### config.mk
export PLATFORM = sky130hd
export DESIGN_NAME = dir_limptr_entry
export DESIGN_NICKNAME = d
export VERILOG_FILES = /design/src/rtl/dir_lp_pkg.sv /design/src/rtl/dir_ptr_match.sv /design/src/rtl/dir_mask_expand.sv /design/src/rtl/dir_limptr_entry.sv
export SDC_FILE = /design/constraint.sdc
export NUM_CORES = 1
export LEC_CHECK = 0
export BUFFER_PORTS_ARGS = -buffer_cell sky130_fd_sc_hd__buf_4
export CAP_MARGIN = 20
export CORE_MARGIN = 2
export CORE_UTILIZATION = 54
export DETAILED_ROUTE_END_ITERATION = 7
export GPL_TIMING_DRIVEN = 0
export PLACE_DENSITY = 0.84
export SLEW_MARGIN = 20
export SYNTH_ARGS = -nofsm -noshare
export SYNTH_HDL_FRONTEND = slang
export SYNTH_SLANG_ARGS = --single-unit
### constraint.sdc
create_clock -name clk -period 1.65 [get_ports clk]
set_input_delay 0 -clock clk [delete_from_list [all_inputs] [get_ports clk]]
set_output_delay 0 -clock clk [all_outputs]
set_load 0.01 [all_outputs]
### src/rtl/dir_lp_pkg.sv
package dir_lp_pkg;
  localparam logic [1:0] OP_ADD   = 2'd0;
  localparam logic [1:0] OP_CLEAR = 2'd1;
  localparam logic [1:0] OP_OWNER = 2'd2;
  localparam logic [1:0] OP_QUERY = 2'd3;

  localparam int POL_BCAST   = 0;
  localparam int POL_REPLACE = 1;
  localparam int POL_COARSE  = 2;
endpackage

### src/rtl/dir_ptr_match.sv
module dir_ptr_match #(
  parameter int NPTR   = 4,
  parameter int ID_W   = 4,
  parameter int SLOT_W = 2
) (
  input  logic [NPTR-1:0][ID_W-1:0] ptr,
  input  logic [NPTR-1:0]           ptr_vld,
  input  logic [ID_W-1:0]           id,
  output logic                      hit,
  output logic                      full,
  output logic [SLOT_W-1:0]         free_slot
);
  logic [NPTR-1:0] hit_v;

  for (genvar i = 0; i < NPTR; i++) begin : g_cmp
    assign hit_v[i] = ptr_vld[i] && (ptr[i] == id);
  end

  assign hit  = |hit_v;
  assign full = &ptr_vld;

  always_comb begin
    free_slot = '0;
    for (int i = NPTR - 1; i >= 0; i--) begin
      if (!ptr_vld[i]) free_slot = SLOT_W'(i);
    end
  end
endmodule

### src/rtl/dir_mask_expand.sv
module dir_mask_expand #(
  parameter int NODES  = 16,
  parameter int NPTR   = 4,
  parameter int ID_W   = 4,
  parameter int GROUP  = 4,
  parameter int NGRP   = 4
) (
  input  logic [NPTR-1:0][ID_W-1:0] ptr,
  input  logic [NPTR-1:0]           ptr_vld,
  input  logic                      bcast,
  input  logic                      coarse,
  input  logic [NGRP-1:0]           cvec,
  input  logic [ID_W-1:0]           excl_id,
  output logic [NODES-1:0]          mask
);
  logic [NODES-1:0] cmask;
  logic [NODES-1:0] pmask;
  logic [NODES-1:0] self_m;

  for (genvar g = 0; g < NGRP; g++) begin : g_grp
    assign cmask[g*GROUP +: GROUP] = {GROUP{cvec[g]}};
  end

  always_comb begin
    pmask = '0;
    for (int i = 0; i < NPTR; i++) begin
      if (ptr_vld[i]) pmask[ptr[i]] = 1'b1;
    end
    self_m = '0;
    self_m[excl_id] = 1'b1;
  end

  always_comb begin
    if (bcast)       mask = '1;
    else if (coarse) mask = cmask;
    else             mask = pmask;
    mask = mask & ~self_m;
  end
endmodule

### src/rtl/dir_limptr_entry.sv
module dir_limptr_entry
  import dir_lp_pkg::*;
#(
  parameter int NODES  = 16,
  parameter int NPTR   = 4,
  parameter int GROUP  = 4,
  parameter int POLICY = POL_BCAST,
  localparam int ID_W  = $clog2(NODES)
) (
  input  logic             clk,
  input  logic             rst_n,
  input  logic             cmd_valid,
  output logic             cmd_ready,
  input  logic [1:0]       cmd_op,
  input  logic [ID_W-1:0]  cmd_id,
  output logic             resp_valid,
  input  logic             resp_ready,
  output logic [NODES-1:0] resp_mask,
  output logic             resp_victim_vld,
  output logic [ID_W-1:0]  resp_victim_id
);
  localparam int SLOT_W = (NPTR > 1) ? $clog2(NPTR) : 1;
  localparam int GRP_SH = $clog2(GROUP);
  localparam int GW     = ID_W - GRP_SH;
  localparam int NGRP   = NODES / GROUP;

  logic [NPTR-1:0][ID_W-1:0] ptr_q, ptr_n;
  logic [NPTR-1:0]           vld_q, vld_n;
  logic [SLOT_W-1:0]         rr_q, rr_n;
  logic                      bcast_q, bcast_n;
  logic                      coarse_q, coarse_n;
  logic [NGRP-1:0]           cvec_q, cvec_n;

  logic                      fire;
  logic                      hit, full;
  logic [SLOT_W-1:0]         free_slot;
  logic [NODES-1:0]          qmask;
  logic                      vict_n;
  logic [ID_W-1:0]           vict_id_n;
  logic [NODES-1:0]          vict_mask;

  function automatic logic [GW-1:0] grp_of(input logic [ID_W-1:0] n);
    return n[ID_W-1:GRP_SH];
  endfunction

  assign cmd_ready = !resp_valid || resp_ready;
  assign fire      = cmd_valid && cmd_ready;

  dir_ptr_match #(.NPTR(NPTR), .ID_W(ID_W), .SLOT_W(SLOT_W)) match_i (
    .ptr(ptr_q), .ptr_vld(vld_q), .id(cmd_id),
    .hit(hit), .full(full), .free_slot(free_slot)
  );

  dir_mask_expand #(.NODES(NODES), .NPTR(NPTR), .ID_W(ID_W),
                    .GROUP(GROUP), .NGRP(NGRP)) expand_i (
    .ptr(ptr_q), .ptr_vld(vld_q), .bcast(bcast_q), .coarse(coarse_q),
    .cvec(cvec_q), .excl_id(cmd_id), .mask(qmask)
  );

  always_comb begin
    ptr_n     = ptr_q;
    vld_n     = vld_q;
    rr_n      = rr_q;
    bcast_n   = bcast_q;
    coarse_n  = coarse_q;
    cvec_n    = cvec_q;
    vict_n    = 1'b0;
    vict_id_n = '0;
    case (cmd_op)
      OP_CLEAR, OP_OWNER: begin
        vld_n    = '0;
        rr_n     = '0;
        bcast_n  = 1'b0;
        coarse_n = 1'b0;
        cvec_n   = '0;
        if (cmd_op == OP_OWNER) begin
          ptr_n[0] = cmd_id;
          vld_n[0] = 1'b1;
        end
      end
      OP_ADD: begin
        if (coarse_q) begin
          cvec_n[grp_of(cmd_id)] = 1'b1;
        end else if (bcast_q || hit) begin
          // nothing to record
        end else if (!full) begin
          ptr_n[free_slot] = cmd_id;
          vld_n[free_slot] = 1'b1;
        end else if (POLICY == POL_BCAST) begin
          bcast_n = 1'b1;
        end else if (POLICY == POL_REPLACE) begin
          vict_n       = 1'b1;
          vict_id_n    = ptr_q[rr_q];
          ptr_n[rr_q]  = cmd_id;
          rr_n = (rr_q == SLOT_W'(NPTR - 1)) ? '0 : rr_q + 1'b1;
        end else begin
          coarse_n = 1'b1;
          vld_n    = '0;
          for (int i = 0; i < NPTR; i++) begin
            if (vld_q[i]) cvec_n[grp_of(ptr_q[i])] = 1'b1;
          end
          cvec_n[grp_of(cmd_id)] = 1'b1;
        end
      end
      default: ;
    endcase
  end

  always_comb begin
    vict_mask = '0;
    vict_mask[vict_id_n] = vict_n;
  end

  always_ff @(posedge clk or negedge rst_n) begin
    if (!rst_n) begin
      ptr_q    <= '0;
      vld_q    <= '0;
      rr_q     <= '0;
      bcast_q  <= 1'b0;
      coarse_q <= 1'b0;
      cvec_q   <= '0;
    end else if (fire) begin
      ptr_q    <= ptr_n;
      vld_q    <= vld_n;
      rr_q     <= rr_n;
      bcast_q  <= bcast_n;
      coarse_q <= coarse_n;
      cvec_q   <= cvec_n;
    end
  end

  always_ff @(posedge clk or negedge rst_n) begin
    if (!rst_n) begin
      resp_valid      <= 1'b0;
      resp_mask       <= '0;
      resp_victim_vld <= 1'b0;
      resp_victim_id  <= '0;
    end else if (fire) begin
      resp_valid      <= 1'b1;
      resp_mask       <= (cmd_op == OP_QUERY) ? qmask : vict_mask;
      resp_victim_vld <= vict_n;
      resp_victim_id  <= vict_id_n;
    end else if (resp_ready) begin
      resp_valid      <= 1'b0;
    end
  end
endmodule

Word-level counts from Yosys, hierarchy flattened
Index checks and enable logic that the tools add are counted.
- output and inout bits: 23
- flip-flop bits (word level): 43
- word-level logic and storage cells: 122
- $lt $le $gt $ge: 14
- bitwise logic cells: 10
- equal/unequal tests: 13
- reductions and logical operators: 27
- muxes and demuxes: 48
- operators with widths (cell ; count):
    $mux 16 ; 7
    $or 16x16->16 ; 3
    $mux 4 ; 9
    $lt 4x5->1 const B ; 5
    $pmux 4 s2 ; 3
    $demux 1 s4 ; 5
    $ge 4x1->1 const B ; 5
    $and 16x16->16 ; 1
    $bwmux 16 ; 1
    $eq 4x4->1 ; 4
    $not 16->16 ; 1
    $reduce_and 5->1 ; 3
    $mux 1 ; 14
    $logic_and 1x1->1 ; 12
    $ne 2x2->1 const B ; 6
    $demux 4 s2 ; 1
    $mux 2 ; 4
    $or 4x4->4 ; 2
    $lt 2x3->1 const B ; 2
    $reduce_and 6->1 ; 1
    $demux 1 s2 ; 2
    $eq 2x2->1 const B ; 2
    $ge 2x1->1 const B ; 2
    $pmux 1 s2 ; 2
    other kinds (11) ; 15

Longest topological paths before layout
- depth in word-level cells: 15
- mapped depth: 8

Cells and area by module
Synthesis repeated with hierarchy kept, for this count alone.
- cells, all modules: 333
- area total of the unflattened synthesis: 2904.0 µm²
- modules (own cells, without submodules) (module ; cells each ; area an instance (µm²) ; seq. area each (µm²) ; instances):
    dir_limptr_entry ; 175 ; 1920.6 ; 1076.0 ; 1
    dir_mask_expand ; 127 ; 767.0 ; 0.0 ; 1
    dir_ptr_match ; 31 ; 216.5 ; 0.0 ; 1

Worst setup path before layout
Ideal clock, no wire load.
- path type: register -> register
- from: register resp_valid
- to: register ptr_q[12] (netlist name)
- path slack: -0.200 ns
- library setup time: 0.125 ns
- cell stages (with the launch flop): 9
- data required time: 1.525 ns
- arrival: 1.725 ns
- clock period less this slack: 1.850 ns
- path through: dfrtp_1 -> nand2b_2 -> and2_1 -> clkbuf_1 -> nand4b_1 -> nor3_1 -> and3_1 -> buf_6 -> mux2_4
- word-level cells in the longest chain between the ends: 4
- ends and longest elaborated chain (what ; line ; source):
    start: declaration ; dir_limptr_entry.sv:16 ; output logic resp_valid,
    start signal: assignment ; dir_limptr_entry.sv:134 ; resp_valid <= 1'b0;
    start signal: assignment ; dir_limptr_entry.sv:139 ; resp_valid <= 1'b1;
    start signal: assignment ; dir_limptr_entry.sv:144 ; resp_valid <= 1'b0;
    $logic_not 1->1 ; dir_limptr_entry.sv:46 ; assign cmd_ready = !resp_valid || resp_ready;
    $logic_or 1x1->1 ; dir_limptr_entry.sv:46 ;
    net cmd_ready ; dir_limptr_entry.sv:13 ; output logic cmd_ready,
    $logic_and 1x1->1 ; dir_limptr_entry.sv:47 ; assign fire = cmd_valid && cmd_ready;
    $reduce_and 5->1 (no line) ; -- ;
    end signal: assignment ; dir_limptr_entry.sv:123 ; ptr_q <= ptr_n;
    end: declaration ; dir_limptr_entry.sv:27 ; logic [NPTR-1:0][ID_W-1:0] ptr_q, ptr_n;
The timed path passes the listed nets, and every way through them passes these cells.
A chain may end at the register's enable or synchronous reset.

Worst setup path in the final report
- from: register ptr_q[0] (netlist name)
- to: register ptr_q[15] (netlist name)
- word-level cells in the longest chain between the ends: 6
- ends and longest elaborated chain (what ; line ; source):
    $eq 4x4->1 ; dir_ptr_match.sv:16 ; assign hit_v[i] = ptr_vld[i] && (ptr[i] == id);
    $logic_and 1x1->1 ; dir_ptr_match.sv:16 ;
    $reduce_or 4->1 ; dir_ptr_match.sv:19 ; assign hit = |hit_v;
    $logic_or 1x1->1 ; dir_limptr_entry.sv:84 ; end else if (bcast_q || hit) begin
    $not 1->1 (no line) ; -- ;
    $reduce_and 5->1 (no line) ; -- ;
Every way passes these cells.

==> flow_summary.ini <==
[status]
outcome = complete, but fails checks
failed_checks = negative hold slack, negative setup slack

[placed_design]
place_ws_ps = -430
dp.cells = 472
hpwl_um = 6840
port_buffers = 25
gp_congestion = 1.01

[drt]
avgRoutedWirePerCell_um = 20.4
wl_um = 10000
drt-initial-drc-count = 389
drc = 0
detail-route-antenna-nets = 0
drtPass1Iterations = 5
vias_per_cell = 6.44
vias = 3154

[setup_path]
reg2reg_setup_slack_ps = -260
reg2reg_to = ptr_q[15]$_DFFE_PN0P_
r2r-start = ptr_q[0]$_DFFE_PN0P_
endpoint_kind = register
start_kind = register
cp.required_ps = 1840
worst_r2r_path_depth = 6
crit_arrival_ps = 2100
worst-path-max-fanout = 6
critPathKind = register to register

[final_layout]
nNetsFinal = 432
layout.cells.non_filler = 490
area_growth_pct = 29.7
antenna_cells = 0
post-route-util_pct = 72.3
fillers = 403
drive_above_1_share_pct = 37.8

[global_route]
gr-total-overflow = 0
use_met2_pct = 54.0
use_met3_pct = 5.88
grt.busiest_layer = met2
grt_usage_pct = 33.0
grt_max_degree = 44
antenna_found_initial = 0
grt_pass1_wl_um = 15900
gr-usage-met1_pct = 45.0
grt_pass1_vias = 2998

[clocking]
numClockSinks = 43
cts.htree.levels = 2
root_buffer = clkbuf_8
clk_latency_ps = 300
clock_path_buffers = 2
cts_tree = done
clk_pin_slew_worst_paths_ps = 90
cts_buffers = 5

[synth]
synthTopCellsByCount = nand2_1 (46), dfrtp_1 (43), a21oi_1 (28)
syn-cell-area_um2 = 3070
ys_ff_latch = 43
yosysWarnings = 0
synth_area_leaders = dfrtp_1 (35%), nand2_1 (5.6%), a21oi_1 (4.6%)
synth_edf_count = 0
yosysUniqueCellTypes = 42
ys_seq_area_share_pct = 35.0
synth_top_cell_area_share_pct = 35.0
syn_avg_cell_area_um2 = 8.28
async_reset_ff_share_pct = 100
synthFlopType = dfrtp_1
synth.largest_area_cell = dfrtp_1
synthCells = 371
synth.most_common_cell = nand2_1

[die]
core_um2 = 5510
die_x_um = 79.4
rows = 27
ios = 33
dieHeight_um = 79.4
dieArea_um2 = 6310
start_util_pct = 55.8

[hold_path]
min_path_cells = 3
hold_start = resp_ready
worstHoldEndpoint = resp_valid$_DFFE_PN0P_
hold_class = input port to register

[sta]
tns_ps = -3480
drv_slew = 0
finalCriticalPeriod_ps = 1910
slew_headroom_pct = 56.0
period_share_pct = 116
rsz0062_at_grt = yes
hold_violations = 1
fin_skew_ps = 12.0
setup_slack_ps = -261
max_freq_ghz = 0.523
setup_viol = 22
whs_ps = -4.54
worstMarginPinSlew_ps = 661

[power]
ir_worst_vdd_v = 0.000701
p_leak_nw = 1.72
power.density_nw_per_um2 = 1250

[run]
drv_cap = 0
==> sequential cells by signal, summed over array words and instances (netlist names) <==
signal and cells:
cvec_q 4, resp_mask 16, ptr_q 16, bcast_q 1
resp_valid 1, vld_q 4, coarse_q 1
==> layout make-up <==
| class | count | area, µm² | share of cell area (%) |
|---|---|---|---|
| multi-input cells | 288 | 2130 | 53.6 |
| flip-flops and latches | 43 | 1090 | 27.3 |
| repair buffers | 45 | 350 | 8.79 |
| plain buffers | 30 | 199 | 4.99 |
| well taps | 72 | 90.1 | 2.26 |
| clock buffers | 6 | 72.6 | 1.82 |
| clock inverters | 1 | 30.0 | 0.754 |
| inverters | 5 | 18.8 | 0.471 |
==> worst max-delay path: stages, from the launching register on <==
cell and delay [ps]:
dfrtp_1 420, xor2_1 260, nor4_4 100, nor3_4 370
and3_1 230, buf_6 120, mux2_4 290
==> metrics by stage <==
step	instance area, µm²	power [W]	hold slack [ps]
floorplan	3140	0.00279	-296
global placement	3420	0.00331	16.7
detailed placement	3420	0.00334	28.0
CTS	3770	0.00452	1.38
global route	3980	0.00519	21.8
finish	3980	0.00496	-4.54
==> placed cells by master (no fill, tap or decap), types with 7 or more instances in the layout <==
cell / netlist / routed
buf_4: 6 / 49
nand2_1: 46 / 45
dfrtp_1: 43 / 33
a21oi_1: 28 / 22
nand3_1: 24 / 21
nor2_1: 24 / 17
o21ai_0: 18 / 16
nand2b_1: 11 / 11
nand4_1: 10 / 10
dfrtp_2: 0 / 10
mux2_4: 4 / 9
o211ai_1: 9 / 9
clkbuf_1: 22 / 8
a31oi_1: 8 / 8
o31ai_1: 11 / 7
mux2_2: 12 / 7
==> worst max-delay path by stage <==
stage / endpoint / slack, ps / startpoint
2_1_floorplan: ptr_q[12]$_DFFE_PN0P_ / -130 / resp_valid$_DFFE_PN0P_
3_3_place_gp: resp_mask[2]$_DFFE_PN0P_ / -500 / vld_q[3]$_DFFE_PN0P_
3_5_place_dp: resp_mask[2]$_DFFE_PN0P_ / -430 / vld_q[3]$_DFFE_PN0P_
4_1_cts: ptr_q[15]$_DFFE_PN0P_ / -200 / resp_valid$_DFFE_PN0P_
5_1_grt: ptr_q[15]$_DFFE_PN0P_ / -320 / ptr_q[0]$_DFFE_PN0P_
6_report: ptr_q[15]$_DFFE_PN0P_ / -260 / ptr_q[0]$_DFFE_PN0P_
==> routing by layer <==
layer	share of wire [%]	wire [µm]	vias to the layer above
met1	39	3880	1534
met5	0	0	-
met4	3.1	306	0
li1	-	-	1385
met2	49	4910	204
met3	9.2	925	31
==> where the power goes <==
group	internal [W]	switching [W]	leakage, nW
clock network	0.000444	0.000376	0.0513
logic	0.00111	0.00144	1.11
registers	0.00129	0.000302	0.555
total	0.00285	0.00212	1.72
==> timing repair <==
item,in CTS,in global routing
hold endpoints to repair,44,0
pin swaps,18,24
buffers inserted,14,4
hold buffers,2,0
resized for setup,44,53
setup endpoints to repair,36,35
==> cell families after synthesis <==
group,count (synthesis),share of synthesized area [%]
AOI/OAI and AO/OA,88,18.5
other,1,0.122
adders and majority gates,4,1.63
buffers and inverters,44,6.93
and+or+nand+nor,159,26.8
muxes,16,6.36
xor gates and xnor gates,16,4.56
DFF,43,35.0
Power figures use the tool's default switching activity.
